===== config.mk =====
export PLATFORM = sky130hd
export DESIGN_NAME = qdct_energy
export DESIGN_NICKNAME = d
export VERILOG_FILES = /design/src/rtl/qdct_pkg.sv /design/src/rtl/qdct_group_map.sv /design/src/rtl/qdct_level_bank.sv /design/src/rtl/qdct_group_acc.sv /design/src/rtl/qdct_mac_seq.sv /design/src/rtl/qdct_energy.sv
export SDC_FILE = /design/constraint.sdc
export NUM_CORES = 2
export LEC_CHECK = 0
export BUFFER_PORTS_ARGS = -buffer_cell sky130_fd_sc_hd__buf_2
export CORE_MARGIN = 3
export CORE_UTILIZATION = 66
export CTS_CLUSTER_SIZE = 30
export DETAILED_ROUTE_END_ITERATION = 6
export PLACE_DENSITY_LB_ADDON = 0.25
export SYNTH_ARGS = -nofsm -noshare
export SYNTH_HDL_FRONTEND = slang
export SYNTH_SLANG_ARGS = --single-unit

===== constraint.sdc =====
create_clock -name clk -period 17.74 [get_ports clk]
set_clock_uncertainty 0.1 [all_clocks]
set_input_delay 5.322 -clock clk [delete_from_list [all_inputs] [get_ports clk]]
set_output_delay 5.322 -clock clk [all_outputs]
set_load 0.01 [all_outputs]

===== src/rtl/qdct_pkg.sv =====
package qdct_pkg;

    // Eleven quantized cosine levels, each a signed 4-bit value.
    localparam int NUM_LVL = 11;
    localparam int LVL_W   = 4;
    localparam int GRP_W   = 4;

    typedef enum logic [1:0] {
        PH_IDLE = 2'd0,
        PH_ACC  = 2'd1,
        PH_MUL  = 2'd2
    } phase_e;

    function automatic int bits_for(input int n);
        return (n <= 1) ? 1 : $clog2(n);
    endfunction

endpackage


===== src/rtl/qdct_group_map.sv =====
module qdct_group_map
    import qdct_pkg::*;
#(
    parameter int WIN_LEN = 16,
    parameter int IDX_W   = 4
) (
    input  logic             clk,
    input  logic             rst,
    input  logic             wr_en,
    input  logic [IDX_W-1:0] wr_idx,
    input  logic [GRP_W-1:0] wr_grp,
    input  logic [IDX_W-1:0] rd_idx,
    output logic [GRP_W-1:0] rd_grp
);

    logic [GRP_W-1:0] tbl_q [WIN_LEN];

    for (genvar i = 0; i < WIN_LEN; i++) begin : g_ent
        always_ff @(posedge clk) begin
            if (rst) begin
                tbl_q[i] <= '0;
            end else if (wr_en && wr_idx == IDX_W'(i)) begin
                tbl_q[i] <= wr_grp;
            end
        end
    end

    always_comb begin
        rd_grp = '0;
        for (int i = 0; i < WIN_LEN; i++) begin
            if (rd_idx == IDX_W'(i)) begin
                rd_grp = tbl_q[i];
            end
        end
    end

endmodule


===== src/rtl/qdct_level_bank.sv =====
module qdct_level_bank
    import qdct_pkg::*;
(
    input  logic                              clk,
    input  logic                              rst,
    input  logic                              wr_en,
    input  logic [GRP_W-1:0]                  wr_sel,
    input  logic [LVL_W-1:0]                  wr_val,
    output logic [NUM_LVL-1:0][LVL_W-1:0]     levels
);

    for (genvar k = 0; k < NUM_LVL; k++) begin : g_lvl
        always_ff @(posedge clk) begin
            if (rst) begin
                levels[k] <= '0;
            end else if (wr_en && wr_sel == GRP_W'(k)) begin
                levels[k] <= wr_val;
            end
        end
    end

endmodule


===== src/rtl/qdct_group_acc.sv =====
module qdct_group_acc
    import qdct_pkg::*;
#(
    parameter int SAMP_W = 12,
    parameter int ACC_W  = 16
) (
    input  logic                              clk,
    input  logic                              rst,
    input  logic                              clear,
    input  logic                              add,
    input  logic [GRP_W-1:0]                  grp,
    input  logic signed [SAMP_W-1:0]          sample,
    output logic [NUM_LVL-1:0][ACC_W-1:0]     sums
);

    localparam int EXT_W = ACC_W - SAMP_W;

    logic [ACC_W-1:0] sample_ext;
    assign sample_ext = {{EXT_W{sample[SAMP_W-1]}}, sample};

    for (genvar g = 0; g < NUM_LVL; g++) begin : g_bin
        logic hit;
        assign hit = add && (grp == GRP_W'(g));

        always_ff @(posedge clk) begin
            if (rst) begin
                sums[g] <= '0;
            end else if (clear) begin
                sums[g] <= hit ? sample_ext : '0;
            end else if (hit) begin
                sums[g] <= sums[g] + sample_ext;
            end
        end
    end

endmodule


===== src/rtl/qdct_mac_seq.sv =====
module qdct_mac_seq
    import qdct_pkg::*;
#(
    parameter int ACC_W = 16,
    parameter int SUM_W = 24,
    parameter int RES_W = 48
) (
    input  logic                              clk,
    input  logic                              rst,
    input  logic                              step,
    input  logic                              first,
    input  logic                              last,
    input  logic                              square_en,
    input  logic [GRP_W-1:0]                  k,
    input  logic [NUM_LVL-1:0][ACC_W-1:0]     sums,
    input  logic [NUM_LVL-1:0][LVL_W-1:0]     levels,
    output logic                              res_valid,
    output logic signed [RES_W-1:0]           res_data
);

    localparam int PROD_W = ACC_W + LVL_W;

    logic [ACC_W-1:0]         sel_sum;
    logic [LVL_W-1:0]         sel_lvl;
    logic signed [PROD_W-1:0] ext_sum;
    logic signed [PROD_W-1:0] ext_lvl;
    logic signed [PROD_W-1:0] prod;
    logic signed [SUM_W-1:0]  prod_ext;
    logic signed [SUM_W-1:0]  total_q;
    logic signed [SUM_W-1:0]  total_nxt;
    logic signed [RES_W-1:0]  lin_ext;
    logic signed [RES_W-1:0]  sq;

    // One shared multiplier: the group counter picks the operand pair.
    always_comb begin
        sel_sum = '0;
        sel_lvl = '0;
        for (int i = 0; i < NUM_LVL; i++) begin
            if (k == GRP_W'(i)) begin
                sel_sum = sums[i];
                sel_lvl = levels[i];
            end
        end
    end

    assign ext_sum   = $signed({{LVL_W{sel_sum[ACC_W-1]}}, sel_sum});
    assign ext_lvl   = $signed({{ACC_W{sel_lvl[LVL_W-1]}}, sel_lvl});
    assign prod      = ext_sum * ext_lvl;
    assign prod_ext  = $signed({{(SUM_W-PROD_W){prod[PROD_W-1]}}, prod});
    assign total_nxt = first ? prod_ext : total_q + prod_ext;
    assign lin_ext   = $signed({{(RES_W-SUM_W){total_nxt[SUM_W-1]}}, total_nxt});
    assign sq        = lin_ext * lin_ext;

    always_ff @(posedge clk) begin
        if (rst) begin
            total_q   <= '0;
            res_valid <= 1'b0;
            res_data  <= '0;
        end else begin
            res_valid <= 1'b0;
            if (step) begin
                total_q <= total_nxt;
                if (last) begin
                    res_valid <= 1'b1;
                    res_data  <= square_en ? sq : lin_ext;
                end
            end
        end
    end

endmodule


===== src/rtl/qdct_energy.sv =====
module qdct_energy
    import qdct_pkg::*;
#(
    parameter int SAMP_W  = 12,
    parameter int WIN_LEN = 16,
    parameter int IDX_W   = bits_for(WIN_LEN),
    parameter int ACC_W   = SAMP_W + bits_for(WIN_LEN),
    parameter int SUM_W   = ACC_W + LVL_W + bits_for(NUM_LVL),
    parameter int RES_W   = 2 * SUM_W
) (
    input  logic                     clk,
    input  logic                     rst,
    input  logic                     map_we,
    input  logic [IDX_W-1:0]         map_idx,
    input  logic [GRP_W-1:0]         map_grp,
    input  logic                     lvl_we,
    input  logic [GRP_W-1:0]         lvl_sel,
    input  logic [LVL_W-1:0]         lvl_val,
    input  logic                     square_en,
    input  logic                     s_valid,
    input  logic                     s_start,
    input  logic signed [SAMP_W-1:0] s_data,
    output logic                     res_valid,
    output logic signed [RES_W-1:0]  res_data
);

    localparam logic [IDX_W-1:0] LAST_IDX = IDX_W'(WIN_LEN - 1);
    localparam logic [GRP_W-1:0] LAST_K   = GRP_W'(NUM_LVL - 1);

    phase_e           phase_q;
    logic [IDX_W-1:0] idx_q;
    logic [GRP_W-1:0] k_q;
    logic             take_start;
    logic             take_next;
    logic [IDX_W-1:0] rd_idx;
    logic [GRP_W-1:0] cur_grp;
    logic             mul_step;

    logic [NUM_LVL-1:0][ACC_W-1:0] grp_sums;
    logic [NUM_LVL-1:0][LVL_W-1:0] levels;

    assign take_start = s_valid && s_start;
    assign take_next  = s_valid && !s_start && (phase_q == PH_ACC);
    assign rd_idx     = take_start ? '0 : idx_q;
    assign mul_step   = (phase_q == PH_MUL) && !take_start;

    always_ff @(posedge clk) begin
        if (rst) begin
            phase_q <= PH_IDLE;
            idx_q   <= '0;
            k_q     <= '0;
        end else if (take_start) begin
            phase_q <= PH_ACC;
            idx_q   <= IDX_W'(1);
        end else begin
            unique case (phase_q)
                PH_ACC: begin
                    if (take_next) begin
                        if (idx_q == LAST_IDX) begin
                            phase_q <= PH_MUL;
                            k_q     <= '0;
                        end else begin
                            idx_q <= idx_q + IDX_W'(1);
                        end
                    end
                end
                PH_MUL: begin
                    if (k_q == LAST_K) begin
                        phase_q <= PH_IDLE;
                    end else begin
                        k_q <= k_q + GRP_W'(1);
                    end
                end
                default: ;
            endcase
        end
    end

    qdct_group_map #(.WIN_LEN(WIN_LEN), .IDX_W(IDX_W)) u_map (
        .clk    (clk),
        .rst    (rst),
        .wr_en  (map_we),
        .wr_idx (map_idx),
        .wr_grp (map_grp),
        .rd_idx (rd_idx),
        .rd_grp (cur_grp)
    );

    qdct_level_bank u_lvl (
        .clk    (clk),
        .rst    (rst),
        .wr_en  (lvl_we),
        .wr_sel (lvl_sel),
        .wr_val (lvl_val),
        .levels (levels)
    );

    qdct_group_acc #(.SAMP_W(SAMP_W), .ACC_W(ACC_W)) u_acc (
        .clk    (clk),
        .rst    (rst),
        .clear  (take_start),
        .add    (take_start || take_next),
        .grp    (cur_grp),
        .sample (s_data),
        .sums   (grp_sums)
    );

    qdct_mac_seq #(.ACC_W(ACC_W), .SUM_W(SUM_W), .RES_W(RES_W)) u_mac (
        .clk       (clk),
        .rst       (rst),
        .step      (mul_step),
        .first     (k_q == '0),
        .last      (k_q == LAST_K),
        .square_en (square_en),
        .k         (k_q),
        .sums      (grp_sums),
        .levels    (levels),
        .res_valid (res_valid),
        .res_data  (res_data)
    );

endmodule


---- Word level (Yosys, flattened, before mapping) ----
Memory sizes are Yosys's and may differ from the RTL's.
Index checks and enable logic that the tools add are counted.
word-level totals
  logic and storage cells ................. 364
  input port bits ......................... 35
  bits in registers ....................... 303
  memories ................................ 1
  bits in writable memories ............... 64
memories
  name         words  width  rd ports  clocked after Yosys merged registers in  wr ports  line                  text
  u_map.tbl_q  16     4      16        0                                        16        qdct_group_map.sv:16  logic [GRP_W-1:0] tbl_q [WIN_LEN];
operators by class
  equal/unequal tests ..................... 71
  add/subtract/negate cells ............... 14
  bitwise gates (word level) .............. 19
  mux-type cells .......................... 154
  reductions and logical operators ........ 73
  multiply operators ...................... 2
operator list
  operator                                                                  count
  16-bit two-way mux                                                        44
  4-bit two-way mux                                                         47
  16-bit adder                                                              11
  4-bit == test (second input constant)                                     26
  4-bit by 3-bit == test with 1-bit output (second input constant)          20
  1-bit two-way mux                                                         56
  24-bit by 24-bit multiplier with 48-bit output                            1
  48-bit two-way mux                                                        1
  1-bit logical AND                                                         42
  4-bit by 2-bit == test with 1-bit output (second input constant)          10
  2-bit nonzero test                                                        14
  24-bit by 20-bit adder with 24-bit output                                 1
  24-bit two-way mux                                                        1
  4-bit by 1-bit == test with 1-bit output (second input constant)          5
  4-bit logical NOT                                                         5
  16-bit by 4-bit multiplier with 20-bit output                             1
  1-bit OR                                                                  16
  4-bit by 1-bit adder with 4-bit output (second input constant)            2
  4-bit one-hot mux with 2 select lines                                     1
  4-bit AND reduction                                                       2
  2-bit two-way mux                                                         3
  2-bit inequality test (second input constant)                             3
  3-bit by 2-bit inequality test with 1-bit output (second input constant)  2
  3-bit AND reduction                                                       2
  other kinds (12)                                                          17

---- Longest topological paths before layout ----
  depth after elaboration ................. 23
  mapped depth ............................ 66
  gate-level depth less buffers ........... 63

---- Hierarchy ----
From an unflattened synthesis, not the netlist that was laid out.
unflattened totals
  cell total of the unflattened synthesis .. 5,454
  area, all modules ....................... 47,433.0 um2
modules (own cells, without submodules)
  module           seq. area each (um2)  area each (um2)  times used  cells each
  qdct_mac_seq     1,461.4               26,649.3         1           2,954
  qdct_group_acc   3,523.4               15,058.2         1           2,002
  qdct_group_map   1,921.8               3,379.5          1           265
  qdct_level_bank  880.8                 1,769.2          1           163
  qdct_energy      200.2                 576.8            1           70

---- Worst setup path after synthesis ----
No wires, ideal clock.
  path type ............................... register -> register
  start ................................... reg k_q[0]
  end ..................................... reg u_mac.res_data[44]
  path slack .............................. 3.154 ns
  cell stages (with the launch flop) ...... 60
  required time ........................... 17.544 ns
  setup time .............................. 0.096 ns
  path buffers ............................ 4
  arrival time ............................ 14.390 ns
  period minus slack after synthesis ...... 14.586 ns
  cell sequence ........................... dfxtp_1 > ha_1 > buf_4 > nor3b_1 > clkbuf_1 > a221oi_1 > a211oi_1 > a221oi_1 > a211oi_1 > a21oi_1 > o21ai_0 > a22oi_1 > or2_2 > fa_1 > fa_1 > fa_1 > inv_1 > ha_1 > [24 not listed] > fa_1 > inv_1 > fa_1 > fa_1 > inv_1 > fa_1 > inv_1 > ha_1 > and2_1 > a21o_1 > a311o_1 > a221o_1 > a31oi_1 > a21oi_1 > a31oi_1 > o21bai_1 > mux2i_1 > nor4b_1
on the way
  word-level cells in the longest chain between the ends .. 17
  elaborated cells on any way between the ends .. 39
RTL lines
  what                                                                           line                                    text
  from (decl)                                                                    qdct_energy.sv:32                       logic [GRP_W-1:0] k_q;
  from (signal assigned)                                                         qdct_energy.sv:71                       k_q <= k_q + GRP_W'(1);
  4-bit logical NOT                                                              qdct_mac_seq.sv:39, qdct_energy.sv:112
  16-bit two-way mux / 4-bit two-way mux (equally long branches) (11 in series)  qdct_mac_seq.sv:39                      if (k == GRP_W'(i)) begin
  16-bit by 4-bit multiplier with 20-bit output                                  qdct_mac_seq.sv:48                      assign prod = ext_sum * ext_lvl;
  24-bit by 20-bit adder with 24-bit output                                      qdct_mac_seq.sv:50                      assign total_nxt = first ? prod_ext : total_q + prod_ext;
  24-bit two-way mux                                                             qdct_mac_seq.sv:50
  24-bit by 24-bit multiplier with 48-bit output                                 qdct_mac_seq.sv:52                      assign sq = lin_ext * lin_ext;
  48-bit two-way mux                                                             qdct_mac_seq.sv:65                      res_data <= square_en ? sq : lin_ext;
  to (signal assigned)                                                           qdct_mac_seq.sv:65
  to (decl)                                                                      qdct_mac_seq.sv:18                      output logic signed [RES_W-1:0] res_data
Several ways; a longest one is shown, not always the timed one.
A chain may end at the register's enable or synchronous reset.

---- Worst setup path in the final report ----
  start ................................... reg k_q[2]
  end ..................................... reg u_mac.res_data[44]
Same word-level chain as after synthesis.

==> out/qor.yml <==
avgSynthCellArea_um2: 8.63
synth_enable_flop_cells: 64
syn_inst: 5403
die_h_um: 272
fin_crit_sh: 0.945
cts-root-buf: "clkbuf_16"
yosysSeqAreaShare: 0.171
r2r_cells: 56
worstPathArrival_ns: 17.19
core.rowCount: 96
cts_buffers: 45
setup_viol: 0
fmax_mhz: 59.7
vias_per_cell: 6.42
final_cell_mix: "inv_1 (708), fa_1 (605), nor2_1 (595)"
holdPathStages: 2
relSlewSlack: -0.0162
io_pins: 84
total_leakage_power_nw: 23.6
grt-ovfl-total: 0
wl_per_cell_um: 22.5
dr.first_iter.drc_count: 4052
final_nets: 6357
clock-sinks: 367
dr.pass1.iters: 7
maxCapViolCount: 1
reg2reg_slack_ns: 0.98
synth_cell_types: 109
hpwl_mm: 106
cp-start-kind: "register"
rr_startpoint: "k_q[2]"
reg2reg_to: "u_mac.res_data[44]"
fin_ws_ns: 0.984
syn_area_um2: 46600
syn_nets: 6409
synthArstFlopShare: 0
hp-class: "reg -> reg"
cts_buffer_depth: 3
fin_tns_setup_ns: 0
criticalPathCategory: "reg -> reg"
finalMaxSlewViolations: 8
yosysTopAreaCellShare: 0.260
status: "complete, but fails checks"
p_per_area_nw_per_um2: 48.2
clk_pin_slew_worst_paths_ns: 0.06
post-route-min-period_ns: 16.76
ant_nets: 0
portBuffers: 83
cts_tree: "built"
die_area_um2: 73900
synth_top_flop_cell: "dfxtp_1"
cp-startpoint: "k_q[2]"
tightest_slew_ns: 1.52
diodes: 0
area_delta_synth_final_pct: 5.96
gp_congestion: 0.995
routed_wl_mm: 142
grt_pass1_wl_mm: 225
ir_worst_vdd_mv: 0.0694
hold_buffers: 0
cts_resized: 0
cp_common_cell: "fa_1"
cts_post_setup_buffers_inserted: 0
htree_levels: 2
crit_required_ns: 18.18
violations: "design-rule violations, max-capacitance violations, max-slew violations"
ys_ff_latch: 367
cpMaxStageDelayCell: "fa_1"
grt_pass1_vias: 41000
core_um2: 69300
crit_end: "u_mac.res_data[44]"
drc: 5
antenna_found_initial: 3
clk_latency_ns: 0.65
synth_largest_area_cell: "fa_1"
path_max_fanout: 30
dp_slack_ns: 1.29
initial_core_util: 0.673
rsz0062_at_grt: "false"
layout-drive-gt1-share: 0.0642
die_w_um: 272
cpPeakStageDelay_ns: 0.81
grt_max_degree: 68
ys_top_cells_by_area: "fa_1 (26%), dfxtp_1 (13%), ha_1 (9.8%)"
dr_total_vias: 40600
final_hold_viol_count: 0
final_common_cell: "inv_1"
ys_warn_count: 0
hold_ws_ns: 0.353
grt_util_all_layers: 0.387
endpoint_kind: "register"
per-layer routing:
layer  routed length (µm)  part of all wire  global-route usage  up-vias
met5                   37           0.00026                   0        -
met4                10800             0.076               0.234        6
met3                15700              0.11              0.0902      679
met2                63400              0.45               0.610     2397
met1                52300              0.37               0.487    19400
li1                     -                 -                   -    18100
synth_stat cells, types with 10 or more instances:
cell type and instances:
a211oi_1 126, a31oi_1 45, nor2_1 598, dfxtp_1 303
o21a_1 46, xnor2_1 138, a21o_1 85, o211ai_1 32
ha_1 366, buf_4 10, a21boi_0 18, buf_1 28
clkbuf_1 174, a311oi_1 36, mux2_2 15, o31a_1 10
nand4_1 21, o21ai_0 202, o21bai_1 24, nand3_1 68
nor2b_1 59, or2_2 20, or3_1 32, buf_2 41
xor2_1 88, a22oi_1 39, a21oi_1 369, a221o_1 24
nor3_1 109, edfxtp_1 64, nor4_1 19, nand3b_1 18
a221oi_1 19, o221a_2 12, and2_1 94, o22ai_1 30
inv_1 709, and3_1 26, fa_1 605, nand2_1 385
mux2i_1 77, nand2b_1 36
critical path, delay by kind of cell (launching register included):
kind,cells,cell delay [ns]
XOR/XNOR,2,0.31
adder cells (fa/ha/maj),13,6.25
AND/OR/NAND/NOR,9,2.20
AO/OA/AOI/OAI,24,6.09
multiplexers,1,0.13
buffers and inverters,7,0.85
flip-flops,1,0.67
worst min path at each step:
stage                      startpoint           endpoint
floorplan            u_lvl.levels[37]   u_lvl.levels[37]
global placement    u_mac.res_data[5]  u_mac.res_data[5]
detailed placement  u_mac.res_data[5]  u_mac.res_data[5]
CTS                 u_mac.res_data[5]  u_mac.res_data[5]
global route        u_mac.res_data[5]  u_mac.res_data[5]
finish              u_mac.res_data[5]  u_mac.res_data[5]
state kept, by name, indices dropped and copies added, names as in the netlist:
signal	flops
k_q	4
u_mac.res_valid	1
u_map.tbl_q	64
u_acc.sums	176
u_mac.total_q	24
u_mac.res_data	48
phase_q	2
u_lvl.levels	44
idx_q	4
power breakdown:
part	leakage (nW)	internal, mW	switching, mW
sequential	3.08	0.879	0.0314
clock	0.785	0.592	0.435
combinational	19.8	0.163	0.283
total	23.6	1.63	0.749
per-stage QoR:
step,cells,power [mW],instance area [µm²],utilization
floorplan,5403,1.23,46600,-
global placement,6235,1.35,47800,0.689
detailed placement,6235,1.36,47800,0.689
CTS,6319,2.37,49400,0.713
global route,6319,2.45,49400,0.713
finish,6319,2.38,49400,0.713
area by class of cell:
class                           count  area (µm²)
Sequential cell                   367        7990
Timing Repair Buffer              158         987
Multi-Input combinational cell   4058       34900
Fill cell                        5413       19900
Tap cell                          931        1160
Clock inverter                     23         340
Inverter                          721        2710
Clock buffer                       61        1290
kinds of logic after synthesis:
kind of cell,synth area share
compound gates,0.173
xor+xnor,0.0428
fa+ha+maj,0.358
buf+inv,0.0810
flops,0.171
mux,0.0208
simple gates,0.153
Power figures use the tool's default switching activity.
